### src/rtl/stop_wake_pkg.sv
package stop_wake_pkg;
  typedef enum logic [2:0] {
    ST_RUN,
    ST_STOP,
    ST_OSC_WAIT,
    ST_RESET_SEQ,
    ST_RESUME
  } wake_state_e;
endpackage

### src/rtl/wake_filter.sv
module wake_filter #(
  parameter int LVL_W = 3
) (
  input  logic             rst_req_i,
  input  logic             irq_valid_i,
  input  logic [LVL_W-1:0] irq_level_i,
  output logic             wake_o
);
  localparam logic [LVL_W-1:0] NoReqLvl = {LVL_W{1'b1}};

  logic irq_wake;
  assign irq_wake = irq_valid_i && (irq_level_i < NoReqLvl);
  assign wake_o   = rst_req_i || irq_wake;
endmodule

### src/rtl/stab_timer.sv
module stab_timer #(
  parameter int CNT_W = 16
) (
  input  logic             clk_i,
  input  logic             rst_ni,
  input  logic             clr_i,
  input  logic             en_i,
  input  logic [CNT_W-1:0] limit_i,
  output logic             done_o
);
  logic [CNT_W-1:0] cnt_q;

  always_ff @(posedge clk_i or negedge rst_ni) begin
    if (!rst_ni)     cnt_q <= '0;
    else if (clr_i)  cnt_q <= '0;
    else if (en_i)   cnt_q <= cnt_q + 1'b1;
  end

  assign done_o = en_i && (cnt_q == limit_i);

  // wait length bound: counter never passes the programmed limit
  p_cnt_bound_r4: assert property (@(posedge clk_i) disable iff (!rst_ni)
    en_i |-> (cnt_q <= limit_i));
endmodule

### src/rtl/stop_wake_seq.sv
module stop_wake_seq
  import stop_wake_pkg::*;
#(
  parameter int LVL_W   = 3,
  parameter int EXP0    = 4,
  parameter int EXP1    = 10,
  parameter int EXP2    = 13,
  parameter int EXP3    = 15,
  parameter int RST_LEN = 4
) (
  input  logic             clk_i,
  input  logic             rst_ni,
  input  logic             stop_req_i,
  input  logic             rst_req_i,
  input  logic             irq_valid_i,
  input  logic [LVL_W-1:0] irq_level_i,
  input  logic [1:0]       wait_sel_i,
  output logic             osc_en_o,
  output logic             clk_en_o,
  output logic             core_rst_o,
  output logic             resume_o
);
  localparam int MaxE01 = (EXP0 > EXP1) ? EXP0 : EXP1;
  localparam int MaxE23 = (EXP2 > EXP3) ? EXP2 : EXP3;
  localparam int MaxExp = (MaxE01 > MaxE23) ? MaxE01 : MaxE23;
  localparam int RstW   = $clog2(RST_LEN) + 1;
  localparam int CntW   = ((MaxExp > RstW) ? MaxExp : RstW) + 1;
  localparam logic [CntW-1:0] RstLimit = CntW'(RST_LEN - 1);
  localparam logic [LVL_W-1:0] NoReqLvl = {LVL_W{1'b1}};

  function automatic logic [CntW-1:0] sel_limit(input logic [1:0] sel);
    case (sel)
      2'b00:   sel_limit = (CntW'(1) << EXP0) - 1'b1;
      2'b01:   sel_limit = (CntW'(1) << EXP1) - 1'b1;
      2'b10:   sel_limit = (CntW'(1) << EXP2) - 1'b1;
      default: sel_limit = (CntW'(1) << EXP3) - 1'b1;
    endcase
  endfunction

  wake_state_e     state_q, state_d;
  logic            wake;
  logic            rst_cause_q;
  logic [CntW-1:0] wait_lim_q;
  logic [CntW-1:0] tmr_limit;
  logic            tmr_done;
  logic            tmr_en;
  logic            tmr_clr;

  wake_filter #(.LVL_W(LVL_W)) u_filter (
    .rst_req_i  (rst_req_i),
    .irq_valid_i(irq_valid_i),
    .irq_level_i(irq_level_i),
    .wake_o     (wake)
  );

  assign tmr_en    = (state_q == ST_OSC_WAIT) || (state_q == ST_RESET_SEQ);
  assign tmr_clr   = (state_d != state_q);
  assign tmr_limit = (state_q == ST_RESET_SEQ) ? RstLimit : wait_lim_q;

  stab_timer #(.CNT_W(CntW)) u_timer (
    .clk_i  (clk_i),
    .rst_ni (rst_ni),
    .clr_i  (tmr_clr),
    .en_i   (tmr_en),
    .limit_i(tmr_limit),
    .done_o (tmr_done)
  );

  always_comb begin
    state_d = state_q;
    unique case (state_q)
      ST_RUN:       if (stop_req_i) state_d = ST_STOP;
      ST_STOP:      if (wake) state_d = ST_OSC_WAIT;
      ST_OSC_WAIT:  if (tmr_done)
                      state_d = (rst_cause_q || rst_req_i) ? ST_RESET_SEQ : ST_RESUME;
      ST_RESET_SEQ: if (tmr_done) state_d = ST_RUN;
      ST_RESUME:    state_d = ST_RUN;
      default:      state_d = ST_RUN;
    endcase
  end

  always_ff @(posedge clk_i or negedge rst_ni) begin
    if (!rst_ni) begin
      state_q     <= ST_RUN;
      rst_cause_q <= 1'b0;
      wait_lim_q  <= '0;
    end else begin
      state_q <= state_d;
      if (state_q == ST_STOP && wake) begin
        rst_cause_q <= rst_req_i;          // reset wins a tie
        wait_lim_q  <= sel_limit(wait_sel_i);
      end else if (state_q == ST_OSC_WAIT && rst_req_i) begin
        rst_cause_q <= 1'b1;               // late reset upgrades the wake
      end
    end
  end

  assign osc_en_o   = (state_q != ST_STOP);
  assign clk_en_o   = (state_q == ST_RUN) || (state_q == ST_RESET_SEQ) ||
                      (state_q == ST_RESUME);
  assign core_rst_o = (state_q == ST_RESET_SEQ);
  assign resume_o   = (state_q == ST_RESUME);

  p_stop_entry_r2: assert property (@(posedge clk_i) disable iff (!rst_ni)
    (state_q == ST_RUN && stop_req_i) |=> (!osc_en_o && !clk_en_o));

  p_no_false_wake_r3: assert property (@(posedge clk_i) disable iff (!rst_ni)
    (state_q == ST_STOP && !rst_req_i && !(irq_valid_i && irq_level_i != NoReqLvl))
      |=> (state_q == ST_STOP));

  p_wake_gated_r4: assert property (@(posedge clk_i) disable iff (!rst_ni)
    (state_q == ST_STOP && wake) |=> (osc_en_o && !clk_en_o));

  p_resume_single_r5: assert property (@(posedge clk_i) disable iff (!rst_ni)
    resume_o |=> (!resume_o && clk_en_o));

  p_reset_no_resume_r6: assert property (@(posedge clk_i) disable iff (!rst_ni)
    core_rst_o |=> !resume_o);

  p_reset_wins_r7: assert property (@(posedge clk_i) disable iff (!rst_ni)
    (state_q == ST_OSC_WAIT && rst_req_i) |=> !resume_o);

  p_stop_ignored_r8: assert property (@(posedge clk_i) disable iff (!rst_ni)
    (state_q != ST_RUN && state_q != ST_STOP && stop_req_i) |=> (state_q != ST_STOP));

  p_run_quiet_r9: assert property (@(posedge clk_i) disable iff (!rst_ni)
    (state_q == ST_RUN && !stop_req_i) |=> (clk_en_o && !core_rst_o && !resume_o));
endmodule

### config.mk
export PLATFORM = sky130hd
export DESIGN_NAME = stop_wake_seq
export DESIGN_NICKNAME = d
export VERILOG_FILES = /design/src/rtl/stop_wake_pkg.sv /design/src/rtl/wake_filter.sv /design/src/rtl/stab_timer.sv /design/src/rtl/stop_wake_seq.sv
export SDC_FILE = /design/constraint.sdc
export NUM_CORES = 1
export LEC_CHECK = 0
export ABC_AREA = 1
export BUFFER_PORTS_ARGS = -buffer_cell sky130_fd_sc_hd__buf_4
export CAP_MARGIN = 20
export CORE_UTILIZATION = 51
export DETAILED_ROUTE_END_ITERATION = 16
export PLACE_DENSITY = 0.75
export SKIP_LAST_GASP = 1
export SYNTH_ARGS = -nofsm -noshare
export SYNTH_HDL_FRONTEND = slang
export SYNTH_HIERARCHICAL = 1
export SYNTH_SLANG_ARGS = --single-unit
### constraint.sdc
create_clock -name clk_i -period 3.1 [get_ports clk_i]
set_input_delay 0.155 -clock clk_i [delete_from_list [all_inputs] [get_ports clk_i]]
set_output_delay 0.155 -clock clk_i [all_outputs]
set_load 0.02 [all_outputs]
==> results by group <==
Worst setup path
  • Startpoint types: flop
  • Cell Chain, Critical Path: nand2_1 > nor2_4 > nor2_1 > buf_4 > xnor2_1 > nand2_1 > nor2_1 > nand3_1 > nor2_1 > inv_1 > nor2_1 > nand2_2 > nand2_1 > nor2_1 > nor2_1 > nand2_2 > nor2_4 > inv_1 > nand2_1 > nor2_1 > a21oi_1 > nor2_1
  • Crit path top cell by count: nor2_1
  • Crit-path slowest cell: dfrtp_1
  • Crit Reg-Reg Startpoint: state_q[0]
  • CP top delay family: simple AND/OR/NAND/NOR gates
  • Data required, critical path: roughly 3.3 ns
  • CP endpoint kind: flop
  • Slowest cell delay on critical path: around 0.42 ns
  • RR Endpoint: u_timer/cnt_q[15]
  • CP Depth: 22
  • Register-to-Register Setup Slack: around 0.37 ns
  • Critical path peak fanout: 11
  • Worst r2r path cells: 22
  • Crit path arrival time: 2.94 ns
  • Worst Path Class, Setup: flop to flop
  • WP buf/inv: 3

Synth
  • Synth top area cells: dfrtp_1 37%, nand2_1 16%, inv_1 9.2%
  • Largest family of logic cells by synthesized area: simple AND/OR/NAND/NOR gates
  • Most frequent cell after synthesis: nand2_1
  • Synth Register Bits: 24
  • Seq/Total Area, Yosys: a little under two fifths
  • Synth Area in Compound Gates: around 7.8%
  • Synth Area in Simple Gates: about two fifths
  • Synthesized instance count: approximately 250
  • Most instantiated cells after synthesis: 69 x nand2_1, 40 x inv_1, 40 x nor2_1, 24 x dfrtp_1, 14 x nand3_1
  • Warnings from Yosys: 6
  • Share of synthesized registers carrying an async set or reset: 100%
  • Top cell type's share of synthesized area: a little under two fifths
  • XOR/XNOR Fraction of Synth Area: about 3.8%
  • Mux cell area share after synthesis: 0%
  • Synth area leader: dfrtp_1
  • Mapped cell area: 0.00163 mm2
  • Synthesized area per cell: 6.54 um2
  • Synth Net Count: 260
  • Synth Flop Type: dfrtp_1
  • Number of distinct library cells after synthesis: 24
  • Number of flops mapped to enable cells by yosys: 0
  • Adder-Cell Fraction of Synth Area: 0.768%

Clock network
  • Clock buffer depth: 2
  • CTS tree: done
  • Clock transition at the registers of the reported paths: between 0.1 and 0.15 ns
  • Htree depth: 1
  • CTS root buf: clkbuf_4
  • Skew-Pair Late Insertion Delay: slightly above 0.3 ns
  • Clk sink count: 24
  • TritonCTS Buffers: 3

Timing
  • Fin crit share: between 80% and 90%
  • # setup viols final: 0
  • Max Freq: 366 MHz
  • Hold Violations, Final: 0
  • Final Max Slew Viols: 0
  • Tmin final: 2.73 ns
  • RSZ-0062 raised after global routing: no
  • Worst Clk Skew: between 0.0015 and 0.002 ns
  • Setup TNS: 0 ns

Place
  • Cell Area, Placed: 0.00178 mm2
  • GP Congestion: 0.900
  • Dpl hpwl: approximately 2700 um
  • Number of I/O port buffers: 13

Detailed routing
  • WL final: around 3600 um
  • Vias per inst: 4.86
  • Routed wire per std cell: 11.4 um
  • Post-route ant nets: 0
  • Drt pass-1 iters: 4
  • Residual DRC: 0
  • DR iter-0 viols: 50
  • Routed vias: around 1500

Global route
  • First-pass GRT wire length: about 5700 um
  • GRT overflow: 0
  • Largest net degree at the start of global routing: 25
  • GRT Total Usage: 21.9%
  • Antenna violations before repair: 0
  • Vias in the first global route: 1324

Die
  • Core Area: about 0.003 mm2
  • I/O pins: 14
  • Standard-cell rows: 20
  • Starting Density: a little over half
  • Die H: 58.5 um
  • DIE AREA: approximately 0.0034 mm2
  • Die W: around 59 um

Power
  • Overall Power: roughly 1.3 mW
  • Pwr dens: between 600 and 700 mW/mm2
  • Max VDD drop: 0.000289 V
  • Leakage power: 0.947 nW

Run
  • Max Cap Viol: 0

Cells and area
  • P&R area growth vs syn: 13.4%
  • Layout cells sized above 1: 15.2%
  • # fillers: between 300 and 400
  • # nets final: 282
  • Ant diodes: 0
  • Design Area, Final: roughly 0.0018 mm2

Worst hold path
  • Hold path depth: 3
  • Hold Startpoint: wait_sel_i[0]
  • WHS Endpoint: wait_lim_q[9]
  • HP Class: input pin to flop

Outcome
  • Status: complete, no violations
==> final cells by class <==
| type | instances | area, um2 | area share [%] |
|---|---|---|---|
| Sequential cell | 24 | 601 | 32.5 |
| Tap cell | 44 | 55.1 | 2.98 |
| Multi-Input combinational cell | 181 | 861 | 46.6 |
| Inverter | 43 | 170 | 9.21 |
| Clock buffer | 3 | 22.5 | 1.22 |
| Timing Repair Buffer | 18 | 138 | 7.45 |
==> registers in the layout, summed over array words and instances, names as in the netlist <==
register / count
rst_cause_q: 1
wait_lim_q: 4
u_timer/cnt_q: 16
state_q: 3
==> how the worst max path moves through the flow <==
| stage | from | end |
|---|---|---|
| global placement | state_q[2] | u_timer/cnt_q[5] |
| CTS | state_q[2] | u_timer/cnt_q[3] |
| global route | state_q[0] | u_timer/cnt_q[14] |
| finish | state_q[0] | u_timer/cnt_q[15] |
| floorplan | state_q[0] | u_timer/cnt_q[15] |
| detailed placement | state_q[2] | u_timer/cnt_q[5] |
==> stage by stage <==
step / hold slack (ns) / setup WS [ns] / std cells / util (%)
2_1_floorplan: -0.141 / 0.418 / 249 / -
6_report: 0.0623 / 0.370 / 313 / 60.5
3_3_place_gp: 0.0681 / 0.356 / 306 / 58.4
3_5_place_dp: 0.0688 / 0.302 / 306 / 58.4
4_1_cts: 0.0560 / 0.281 / 310 / 59.4
5_1_grt: 0.0789 / 0.0184 / 313 / 60.5
==> worst reg2reg max path: stages (launching register included) <==
cell	delay, ns
dfrtp_1	0.42
nand2_1	0.11
nor2_4	0.16
nor2_1	0.06
buf_4	0.17
xnor2_1	0.14
nand2_1	0.07
nor2_1	0.11
nand3_1	0.09
nor2_1	0.08
inv_1	0.08
nor2_1	0.15
nand2_2	0.09
nand2_1	0.06
nor2_1	0.04
nor2_1	0.11
nand2_2	0.12
nor2_4	0.21
inv_1	0.08
nand2_1	0.08
nor2_1	0.05
a21oi_1	0.12
nor2_1	0.06
==> what timing repair did <==
item,4_1_cts,5_1_grt
buffers inserted,0,3
resized for setup,0,3
hold buffers,1,0
hold endpoints to repair,24,0
setup endpoints to repair,0,9
==> routing by layer <==
| layer | part of all wire, % | GRT usage, % | routed length (um) |
|---|---|---|---|
| met5 | 0 | 0 | 0 |
| met3 | 5.0 | 4.62 | 177 |
| met1 | 50 | 31.2 | 1780 |
| met2 | 44 | 33.8 | 1570 |
| met4 | 1.0 | 5.78 | 36 |
==> power breakdown <==
part / switching [mW] / internal, mW / leakage [nW] / total (mW)
Clock: 0.0899 / 0.0454 / 0.0138 / 0.135
Combinational: 0.457 / 0.263 / 0.621 / 0.720
Sequential: 0.0508 / 0.370 / 0.312 / 0.421
Total: 0.598 / 0.678 / 0.947 / 1.28
==> cells in the final DEF, fill, tap and decap left out, types with 2 or more instances in the layout <==
cell	n
nand2_1	68
nor2_1	40
inv_1	38
dfrtp_1	24
buf_4	17
nand3_1	14
o21ai_0	8
a21oi_1	8
nor3_1	6
nand2_2	5
nand4_1	5
o21ai_1	5
nor2_2	4
xor2_1	4
nor2_4	3
nand3_2	3
clkbuf_4	3
xnor2_1	3
inv_2	2
clkinvlp_4	2
==> cells by family (layout without fill, tap and decap cells) <==
group / count (synthesis) / in the layout
and+or+nand+nor: 148 / 148
buffers and inverters: 44 / 64
AOI/OAI and AO/OA: 24 / 24
DFF: 24 / 24
xor gates and xnor gates: 7 / 7
adders and majority gates: 1 / 1
other: 1 / 1
(Power assumes the default switching activity.)
